**config.mk**
```make
export PLATFORM = sky130hd
export DESIGN_NAME = ir_timer
export DESIGN_NICKNAME = d
export VERILOG_FILES = /design/src/rtl/ir_timer_pkg.sv /design/src/rtl/ir_tick_gen.sv /design/src/rtl/ir_up_counter.sv /design/src/rtl/ir_carrier.sv /design/src/rtl/ir_cc_channel.sv /design/src/rtl/ir_timer.sv
export SDC_FILE = /design/constraint.sdc
export NUM_CORES = 1
export LEC_CHECK = 0
export ABC_AREA = 1
export BUFFER_PORTS_ARGS = -buffer_cell sky130_fd_sc_hd__buf_4
export CAP_MARGIN = 20
export CORE_MARGIN = 4
export CORE_UTILIZATION = 52
export DETAILED_ROUTE_END_ITERATION = 12
export PLACE_DENSITY = 0.77
export SLEW_MARGIN = 20
export SYNTH_ARGS = -nofsm -noshare
export SYNTH_HDL_FRONTEND = slang
export SYNTH_HIERARCHICAL = 1
export SYNTH_SLANG_ARGS = --single-unit
```
**constraint.sdc**
```tcl
create_clock -name clk_i -period 6.2 [get_ports clk_i]
set_clock_uncertainty 0.15 [all_clocks]
set_input_delay 0.93 -clock clk_i [delete_from_list [all_inputs] [get_ports clk_i]]
set_output_delay 0.93 -clock clk_i [all_outputs]
set_load 0.02 [all_outputs]
```
**src/rtl/ir_timer_pkg.sv**
```systemverilog
package ir_timer_pkg;
  localparam int PRE_W = 7;

  typedef enum logic [1:0] {
    EDGE_NONE = 2'b00,
    EDGE_RISE = 2'b01,
    EDGE_FALL = 2'b10,
    EDGE_BOTH = 2'b11
  } edge_sel_e;

  localparam int A_M_CTRL   = 0;
  localparam int A_M_PERIOD = 1;
  localparam int A_C_CTRL   = 2;
  localparam int A_C_PERIOD = 3;
  localparam int A_C_CMP    = 4;
  localparam int A_FLAGS    = 5;
  localparam int A_M_CNT    = 6;
  localparam int A_C_CNT    = 7;
  localparam int A_CH_CFG   = 8;
  localparam int A_CH_VAL   = 16;

  // terminal count of the prescaler: divide by 1, 8, 32, 128
  function automatic logic [PRE_W-1:0] pre_limit(input logic [1:0] sel);
    case (sel)
      2'b00:   return PRE_W'(0);
      2'b01:   return PRE_W'(7);
      2'b10:   return PRE_W'(31);
      default: return PRE_W'(127);
    endcase
  endfunction
endpackage

```
**src/rtl/ir_tick_gen.sv**
```systemverilog
module ir_tick_gen import ir_timer_pkg::*; (
  input  logic       clk_i,
  input  logic       rst_ni,
  input  logic       en_i,
  input  logic [1:0] sel_i,
  output logic       tick_o
);
  logic [PRE_W-1:0] div_q;
  logic [PRE_W-1:0] lim;

  assign lim    = pre_limit(sel_i);
  assign tick_o = en_i && (div_q == lim);

  always_ff @(posedge clk_i or negedge rst_ni) begin
    if (!rst_ni)      div_q <= '0;
    else if (!en_i)   div_q <= '0;
    else if (tick_o)  div_q <= '0;
    else              div_q <= div_q + 1'b1;
  end
endmodule

```
**src/rtl/ir_up_counter.sv**
```systemverilog
module ir_up_counter #(
  parameter int W = 16
) (
  input  logic         clk_i,
  input  logic         rst_ni,
  input  logic         clr_i,
  input  logic         step_i,
  input  logic [W-1:0] period_i,
  output logic [W-1:0] cnt_o,
  output logic         wrap_o
);
  assign wrap_o = step_i && (cnt_o == period_i);

  always_ff @(posedge clk_i or negedge rst_ni) begin
    if (!rst_ni)      cnt_o <= '0;
    else if (clr_i)   cnt_o <= '0;
    else if (wrap_o)  cnt_o <= '0;
    else if (step_i)  cnt_o <= cnt_o + 1'b1;
  end
endmodule

```
**src/rtl/ir_carrier.sv**
```systemverilog
module ir_carrier #(
  parameter int W = 8
) (
  input  logic         clk_i,
  input  logic         rst_ni,
  input  logic         en_i,
  input  logic [1:0]   sel_i,
  input  logic         clr_i,
  input  logic [W-1:0] period_i,
  input  logic [W-1:0] cmp_i,
  output logic [W-1:0] cnt_o,
  output logic         wrap_o,
  output logic         pwm_o
);
  logic tick;

  ir_tick_gen u_pre (
    .clk_i (clk_i),
    .rst_ni(rst_ni),
    .en_i  (en_i),
    .sel_i (sel_i),
    .tick_o(tick)
  );

  ir_up_counter #(.W(W)) u_cnt (
    .clk_i   (clk_i),
    .rst_ni  (rst_ni),
    .clr_i   (clr_i),
    .step_i  (tick),
    .period_i(period_i),
    .cnt_o   (cnt_o),
    .wrap_o  (wrap_o)
  );

  assign pwm_o = cnt_o < cmp_i;
endmodule

```
**src/rtl/ir_cc_channel.sv**
```systemverilog
module ir_cc_channel import ir_timer_pkg::*; #(
  parameter int W = 16
) (
  input  logic      clk_i,
  input  logic      rst_ni,
  input  logic [W-1:0] cnt_i,
  input  logic      cap_mode_i,
  input  edge_sel_e edge_i,
  input  logic      we_i,
  input  logic [W-1:0] wdata_i,
  input  logic      cap_i,
  output logic [W-1:0] val_o,
  output logic      pwm_o,
  output logic      cap_evt_o
);
  logic [2:0] sync_q;
  logic rise, fall, take_rise, take_fall;

  always_ff @(posedge clk_i or negedge rst_ni) begin
    if (!rst_ni) sync_q <= '0;
    else         sync_q <= {sync_q[1:0], cap_i};
  end

  assign rise      = sync_q[1] & ~sync_q[2];
  assign fall      = ~sync_q[1] & sync_q[2];
  assign take_rise = (edge_i == EDGE_RISE) || (edge_i == EDGE_BOTH);
  assign take_fall = (edge_i == EDGE_FALL) || (edge_i == EDGE_BOTH);
  assign cap_evt_o = cap_mode_i && ((take_rise && rise) || (take_fall && fall));

  // capture has priority over a software write in the same cycle
  always_ff @(posedge clk_i or negedge rst_ni) begin
    if (!rst_ni)        val_o <= '0;
    else if (cap_evt_o) val_o <= cnt_i;
    else if (we_i)      val_o <= wdata_i;
  end

  assign pwm_o = !cap_mode_i && (cnt_i < val_o);
endmodule

```
**src/rtl/ir_timer.sv**
```systemverilog
module ir_timer import ir_timer_pkg::*; #(
  parameter int CNT_W  = 16,
  parameter int CAR_W  = 8,
  parameter int N_CH   = 5,
  parameter int ADDR_W = 5
) (
  input  logic              clk_i,
  input  logic              rst_ni,
  input  logic              we_i,
  input  logic [ADDR_W-1:0] addr_i,
  input  logic [CNT_W-1:0]  wdata_i,
  output logic [CNT_W-1:0]  rdata_o,
  input  logic [N_CH-1:0]   cap_i,
  output logic [N_CH-1:0]   ch_o,
  output logic              carrier_o
);
  localparam int CFG_W = 3;

  logic [3:0]       m_ctrl_q;
  logic [CNT_W-1:0] m_period_q;
  logic [2:0]       c_ctrl_q;
  logic [CAR_W-1:0] c_period_q, c_cmp_q;
  logic [CFG_W-1:0] cfg_q [N_CH];
  logic [N_CH:0]    flags_q, flag_set, flag_clr;

  logic m_en, ir_mode, m_tick, m_step, m_clr, m_wrap;
  logic c_clr, c_wrap, c_pwm;
  logic [CNT_W-1:0] m_cnt;
  logic [CAR_W-1:0] c_cnt;
  logic [CNT_W-1:0] ch_val [N_CH];
  logic [N_CH-1:0]  pwm, cap_evt, cap_mode;

  assign m_en    = m_ctrl_q[0];
  assign ir_mode = m_ctrl_q[3];
  assign m_clr   = we_i && (addr_i == ADDR_W'(A_M_PERIOD));
  assign c_clr   = we_i && (addr_i == ADDR_W'(A_C_PERIOD));

  always_ff @(posedge clk_i or negedge rst_ni) begin
    if (!rst_ni) begin
      m_ctrl_q   <= '0;
      m_period_q <= '1;
      c_ctrl_q   <= '0;
      c_period_q <= '1;
      c_cmp_q    <= '0;
    end else if (we_i) begin
      case (addr_i)
        ADDR_W'(A_M_CTRL):   m_ctrl_q   <= wdata_i[3:0];
        ADDR_W'(A_M_PERIOD): m_period_q <= wdata_i;
        ADDR_W'(A_C_CTRL):   c_ctrl_q   <= wdata_i[2:0];
        ADDR_W'(A_C_PERIOD): c_period_q <= wdata_i[CAR_W-1:0];
        ADDR_W'(A_C_CMP):    c_cmp_q    <= wdata_i[CAR_W-1:0];
        default: ;
      endcase
    end
  end

  ir_tick_gen u_m_pre (
    .clk_i (clk_i),
    .rst_ni(rst_ni),
    .en_i  (m_en),
    .sel_i (m_ctrl_q[2:1]),
    .tick_o(m_tick)
  );

  ir_carrier #(.W(CAR_W)) u_carrier (
    .clk_i   (clk_i),
    .rst_ni  (rst_ni),
    .en_i    (c_ctrl_q[0]),
    .sel_i   (c_ctrl_q[2:1]),
    .clr_i   (c_clr),
    .period_i(c_period_q),
    .cmp_i   (c_cmp_q),
    .cnt_o   (c_cnt),
    .wrap_o  (c_wrap),
    .pwm_o   (c_pwm)
  );

  // infrared mode: one main step per completed carrier period
  assign m_step = m_en && (ir_mode ? c_wrap : m_tick);

  ir_up_counter #(.W(CNT_W)) u_m_cnt (
    .clk_i   (clk_i),
    .rst_ni  (rst_ni),
    .clr_i   (m_clr),
    .step_i  (m_step),
    .period_i(m_period_q),
    .cnt_o   (m_cnt),
    .wrap_o  (m_wrap)
  );

  for (genvar k = 0; k < N_CH; k++) begin : g_ch
    always_ff @(posedge clk_i or negedge rst_ni) begin
      if (!rst_ni) cfg_q[k] <= '0;
      else if (we_i && addr_i == ADDR_W'(A_CH_CFG + k)) cfg_q[k] <= wdata_i[CFG_W-1:0];
    end

    assign cap_mode[k] = cfg_q[k][0];

    ir_cc_channel #(.W(CNT_W)) u_ch (
      .clk_i     (clk_i),
      .rst_ni    (rst_ni),
      .cnt_i     (m_cnt),
      .cap_mode_i(cap_mode[k]),
      .edge_i    (edge_sel_e'(cfg_q[k][2:1])),
      .we_i      (we_i && addr_i == ADDR_W'(A_CH_VAL + k)),
      .wdata_i   (wdata_i),
      .cap_i     (cap_i[k]),
      .val_o     (ch_val[k]),
      .pwm_o     (pwm[k]),
      .cap_evt_o (cap_evt[k])
    );

    assign ch_o[k] = pwm[k] & (~ir_mode | c_pwm);
  end

  assign carrier_o = c_pwm;
  assign flag_set  = {cap_evt, m_wrap};
  assign flag_clr  = (we_i && addr_i == ADDR_W'(A_FLAGS)) ? wdata_i[N_CH:0] : '0;

  // a set in the same cycle as a clear wins
  always_ff @(posedge clk_i or negedge rst_ni) begin
    if (!rst_ni) flags_q <= '0;
    else         flags_q <= (flags_q & ~flag_clr) | flag_set;
  end

  always_comb begin
    rdata_o = '0;
    case (addr_i)
      ADDR_W'(A_M_CTRL):   rdata_o[3:0]       = m_ctrl_q;
      ADDR_W'(A_M_PERIOD): rdata_o            = m_period_q;
      ADDR_W'(A_C_CTRL):   rdata_o[2:0]       = c_ctrl_q;
      ADDR_W'(A_C_PERIOD): rdata_o[CAR_W-1:0] = c_period_q;
      ADDR_W'(A_C_CMP):    rdata_o[CAR_W-1:0] = c_cmp_q;
      ADDR_W'(A_FLAGS):    rdata_o[N_CH:0]    = flags_q;
      ADDR_W'(A_M_CNT):    rdata_o            = m_cnt;
      ADDR_W'(A_C_CNT):    rdata_o[CAR_W-1:0] = c_cnt;
      default: ;
    endcase
    for (int k = 0; k < N_CH; k++) begin
      if (addr_i == ADDR_W'(A_CH_CFG + k)) rdata_o[CFG_W-1:0] = cfg_q[k];
      if (addr_i == ADDR_W'(A_CH_VAL + k)) rdata_o = ch_val[k];
    end
  end
endmodule

```
* Word-level counts from Yosys, hierarchy flattened *
Cells that the tools add are included.

operators by class
  $add $sub $neg = 4
  multipliers = 0
  div/mod/pow operators = 0
  magnitude comparators = 6
  equal/unequal tests = 40
  shift operators = 0
  multiplexer cells = 39
  bitwise logic cells = 30
  reductions and logical operators = 73

operators by type and width
  cell                     count
  $mux W16                 18
  $lt A16 B16 Y1           5
  $pmux W7 S3              2
  $logic_and A1 B1 Y1      38
  $mux W7                  4
  $eq A5 B4 Y1 const B     5
  $eq A5 B5 Y1 const B     5
  $eq A2 B2 Y1 const B     12
  $mux W8                  3
  $pmux W3 S8              1
  $eq A5 B3 Y1 const B     4
  $add A16 B1 Y16 const B  1
  $eq A16 B16 Y1           1
  $pmux W8 S2              1
  $and A1 B1 Y1            15
  $logic_or A1 B1 Y1       15
  $mux W3                  5
  $add A7 B1 Y7 const B    2
  $eq A2 B1 Y1 const B     7
  $eq A7 B7 Y1             2
  $pmux W2 S6              1
  $not A1 Y1               11
  $eq A5 B2 Y1 const B     2
  $pmux W2 S5              1
  17 further kinds         31

storage, ports and cells
  bits in registers = 193
  latch bits = 0
  bits in writable memories = 0
  ROM bits = 0
  input bits = 29
  logic and storage cells = 217
  memories = 0

* Depth between registers and ports, before layout *
  depth after elaboration = 12
  mapped depth = 22
  depth with buffers taken out = 22

* By module *
Netlist, hierarchy kept.

by module, submodules not included
  module                            times used  cells an instance  area an instance (um^2)  seq. area each (um^2)
  ir_cc_channel                     5           149                1266.2                   475.5
  ir_timer                          1           555                3867.5                   1531.5
  ir_up_counter at u_m_cnt          1           228                1342.5                   400.4
  ir_tick_gen                       2           57                 436.7                    175.2
  ir_up_counter at u_carrier.u_cnt  1           83                 573.0                    200.2
  ir_carrier                        1           31                 183.9                    0.0

* Worst setup path before layout *
No wires, ideal clock.

  kind = input-to-output
  from = input addr_i[3]
  to = output rdata_o[0]
  data arrival time = 1.990 ns
  data required time = 5.120 ns
  setup slack = 3.130 ns
  stages = 13
  buffers on the path = 0
  path through = nor2_1 > nand2_1 > nor2_1 > nand2_1 > nand2_1 > nor2_1 > nand3_1 > nand2_1 > nand2_1 > nand2_1 > nand3_1 > nand2_1 > nand4_1

between the ends
  longest elaborated chain between the ends = 12
  elaborated cells between the ends (all ways) = 29

RTL lines
  element                               RTL line         RTL
  start: declaration                    ir_timer.sv:10   input logic [ADDR_W-1:0] addr_i,
  $eq A5 B3 Y1 (tied with other cells)  ir_timer.sv:128  case (addr_i)
  $pmux W3 S8                           ir_timer.sv:128
  $mux W3                               ir_timer.sv:140  if (addr_i == ADDR_W'(A_CH_CFG + k)) rdata_o[CFG_W-1:0] = cfg_q[k];
  $mux W16                              ir_timer.sv:141  if (addr_i == ADDR_W'(A_CH_VAL + k)) rdata_o = ch_val[k];
  $mux W3                               ir_timer.sv:140
  $mux W16                              ir_timer.sv:141
  $mux W3                               ir_timer.sv:140
  $mux W16                              ir_timer.sv:141
  $mux W3                               ir_timer.sv:140
  $mux W16                              ir_timer.sv:141
  $mux W3                               ir_timer.sv:140
  $mux W16 (*)                          ir_timer.sv:141
  end: declaration                      ir_timer.sv:12   output logic [CNT_W-1:0] rdata_o,

Every way passes the cells marked *; elsewhere a longest branch is shown, timed or not.

* Final worst setup path *
  from = input addr_i[3]
  to = output rdata_o[1]

The elaborated chain is that of the path after synthesis.

==> reports/metrics.yaml <==
timing:
  relSlewSlack_pct: 36.45
  fin_crit_sh_pct: 65.36
  worstMarginPinSlew_ps: 949.8
  timing.fmax_mhz: 246.8
  finalSetupViolCount: 0
  tns_ps: 0
  fin_hold_ws_ps: 203.8
  hold_viol_final: 0
  drv_slew: 0
  setup_slack_ps: 2148
  finalCriticalPeriod_ps: 4052
  rsz0062_at_grt: "no"
finish:
  insertedDiodeCount: 0
  nNetsFinal: 1895
  layout-drive-gt1-share_pct: 11.88
  layout_common_cells: "nand2_1 (528), inv_1 (251), dfrtp_1 (169), nand3_1 (158), nor2_1 (118)"
  final_common_cell: "nand2_1"
  utilization_pct: 57.77
  syn_to_final_growth_pct: 7.923
yosys:
  syn_inst: 1756
  yosysSeqAreaShare_pct: 36.90
  yosysTopAreaCellShare_pct: 32.11
  synth_area_per_cell_sq_um: 7.501
  synth.distinct_cells: 47
  syn_nets: 1871
  synth_area_leaders: "dfrtp_1 (32%), nand2_1 (15%), ha_1 (8.2%)"
  yosysWarnings: 6
  synthesis.area_sq_mm: 0.01317
  yosysTopAreaCell: "dfrtp_1"
  ys_ff_latch: 193
critical_path:
  critPathKind: "in -> out"
  cp-end-kind: "primary output"
  arrival_ps: 2970
  cp.required_ps: 5120
  start_kind: "primary input"
  critPathMaxFanout: 12
floorplanning:
  die_w_um: 167.2
  dieArea_sq_mm: 0.02794
  boundaryPins: 51
  initial_core_util_pct: 53.53
  dieHeight_um: 167.2
  rows: 57
  fp.coreArea_sq_mm: 0.02460
cts:
  insertion_delay_ps: 450
  postCtsSetupBuffers: 0
  numClockSinks: 193
  post_cts_resized: 0
  hold_buffers: 0
  clkTransAtPathRegs_ps: 80
  cts_tree: "built"
  cts_buffers: 17
  clockRootBuffer: "clkbuf_16"
  ctsLongestPathBuffers: 2
  htree_levels: 4
min_path:
  hp-class: "reg -> reg"
placement:
  hpwl_mm: 26.45
  portBuffers: 50
  dpl_worst_slack_ps: 2203
  gp_congestion: 0.9029
global_route:
  globalRouteOverflowTotal: 0
  grt_pass1_wl_mm: 58.45
  antenna_found_initial: 0
  grt_pass1_vias: 11600
  grt_max_degree: 107
  grtUsageTotal_pct: 25.39
job:
  maxCapViolCount: 0
routing:
  vias_per_cell: 5.718
  vias: 12110
  detail-route-antenna-nets: 0
  dr.pass1.iters: 8
  drc: 0
  wirelength_mm: 35.77
  routedWlPerCell_um: 16.90
  drtIter0Drc: 1114
pwr:
  ir_drop_mv: 0.1686
  p_int_w: 0.002515
  sw_frac_of_total_pct: 38.75
  leakage_nw: 6.957
  power_frac_clock_pct: 27.4
  p_seq_share_pct: 42.7
  p_switching_w: 0.001591
  combPwrFrac_pct: 29.9
  power.density_mw_per_mm2: 288.8
outcome:
  status: "completed"
worst paths after layout:
| kind | to | from | cells after the start | slack (ps) |
|---|---|---|---|---|
| setup / recovery | rdata_o[1] | addr_i[3] | 15 | 2150 |
| hold / removal | g_ch[0].u_ch/sync_q[1]$_DFF_PN0_ | g_ch[0].u_ch/sync_q[0]$_DFF_PN0_ | 0 | 200 |
| setup reg to reg | u_m_cnt/cnt_o[13]$_DFFE_PN0P_ | c_ctrl_q[2]$_DFFE_PN0P_ | 20 | 2960 |
| hold reg to reg | g_ch[0].u_ch/sync_q[1]$_DFF_PN0_ | g_ch[0].u_ch/sync_q[0]$_DFF_PN0_ | 0 | 200 |
| max in group asynchronous | c_cmp_q[1]$_DFFE_PN0P_ | rst_ni | 2 | 4280 |
| min in group asynchronous | g_ch[3].u_ch/sync_q[1]$_DFF_PN0_ | rst_ni | 1 | 400 |
cells by family (layout without fill, tap and decap cells):
kind of cell               after synthesis  count (layout)  share of synthesized area [%]
DFF                                    193             193                          36.90
adders and majority gates               86              86                          8.169
xor gates and xnor gates                26              26                          1.729
AOI/OAI and AO/OA                      222             222                          11.86
buffers and inverters                  317             354                          10.98
and+or+nand+nor                        912             912                          30.36
metal layers:
| metal | GRT usage, % | routed length (um) | vias to the layer above |
|---|---|---|---|
| li1 | - | - | 5739 |
| met1 | 34.09 | 15070 | 5686 |
| met2 | 42.22 | 16910 | 589 |
| met3 | 3.277 | 2713 | 92 |
| met4 | 9.774 | 1083 | 0 |
| met5 | 0 | 0 | - |
per-stage QoR:
stage	instances	area, sq um	power (W)
floorplan	1756	13170	0.002571
global placement	2084	13590	0.002918
detailed placement	2085	13600	0.002969
CTS	2117	14210	0.004104
global route	2117	14210	0.004360
finish	2117	14210	0.004106
registers in the layout, summed over array words and instances (netlist names):
signal and cells:
m_period_q 16, u_carrier/u_cnt/cnt_o 8, cap_mode 5, g_ch.u_ch/val_o 80
u_carrier/u_pre/div_q 7, flags_q 6, u_m_cnt/cnt_o 16, c_period_q 8
cfg_q 10, m_ctrl_q 4, u_m_pre/div_q 7, g_ch.u_ch/sync_q 15
c_cmp_q 8, c_ctrl_q 3
power groups by stage:
| stage | Clock [W] | Sequential (W) | Combinational (W) |
|---|---|---|---|
| 3_3_place_gp | 0 | 0.00176 | 0.00116 |
| 4_1_cts | 0.00114 | 0.00174 | 0.00122 |
| 3_5_place_dp | 0 | 0.00177 | 0.00120 |
| 6_report | 0.00113 | 0.00175 | 0.00123 |
| 5_1_grt | 0.00119 | 0.00178 | 0.00139 |
| 2_1_floorplan | 0 | 0.00167 | 0.000897 |
worst max-delay path: stages:
cell and delay [ps]:
buf_4 130, nor2_1 670, nand2_1 220, nor2_1 220
nand2_1 70, nand2_1 60, nor2_1 40, nand3_1 50
nand2_1 60, nand4_1 80, nand2_1 60, nand2_1 60
nand2_1 50, nand3_1 100, buf_4 160
cell type report:
| cell class | count | area, sq um |
|---|---|---|
| Fill cell | 2191 | 10390 |
| Multi-Input combinational cell | 1246 | 6877 |
| Sequential cell | 193 | 4860 |
| Inverter | 267 | 1042 |
| Clock buffer | 17 | 425.4 |
| Timing Repair Buffer | 55 | 419.2 |
| Tap cell | 324 | 405.4 |
| Clock inverter | 15 | 186.4 |
synthesized netlist by cell type (all sizes together):
master and n:
clkinv 1, and2 1, dfrtp 169, nand4 33, ha 86, or2 7
o21a 2, nand3b 1, a22o 2, o21ai 78, buf 43, nor3 12
a221oi 11, clkbuf 7, xor2 20, nand3 171, xnor2 6, o21bai 5
nor4 6, a21oi 37, o211ai 80, a21o 7, nor2 136, inv 266
dfstp 24, nand2 544, nor2b 1
Note: power is estimated with default switching activity, not from simulation.
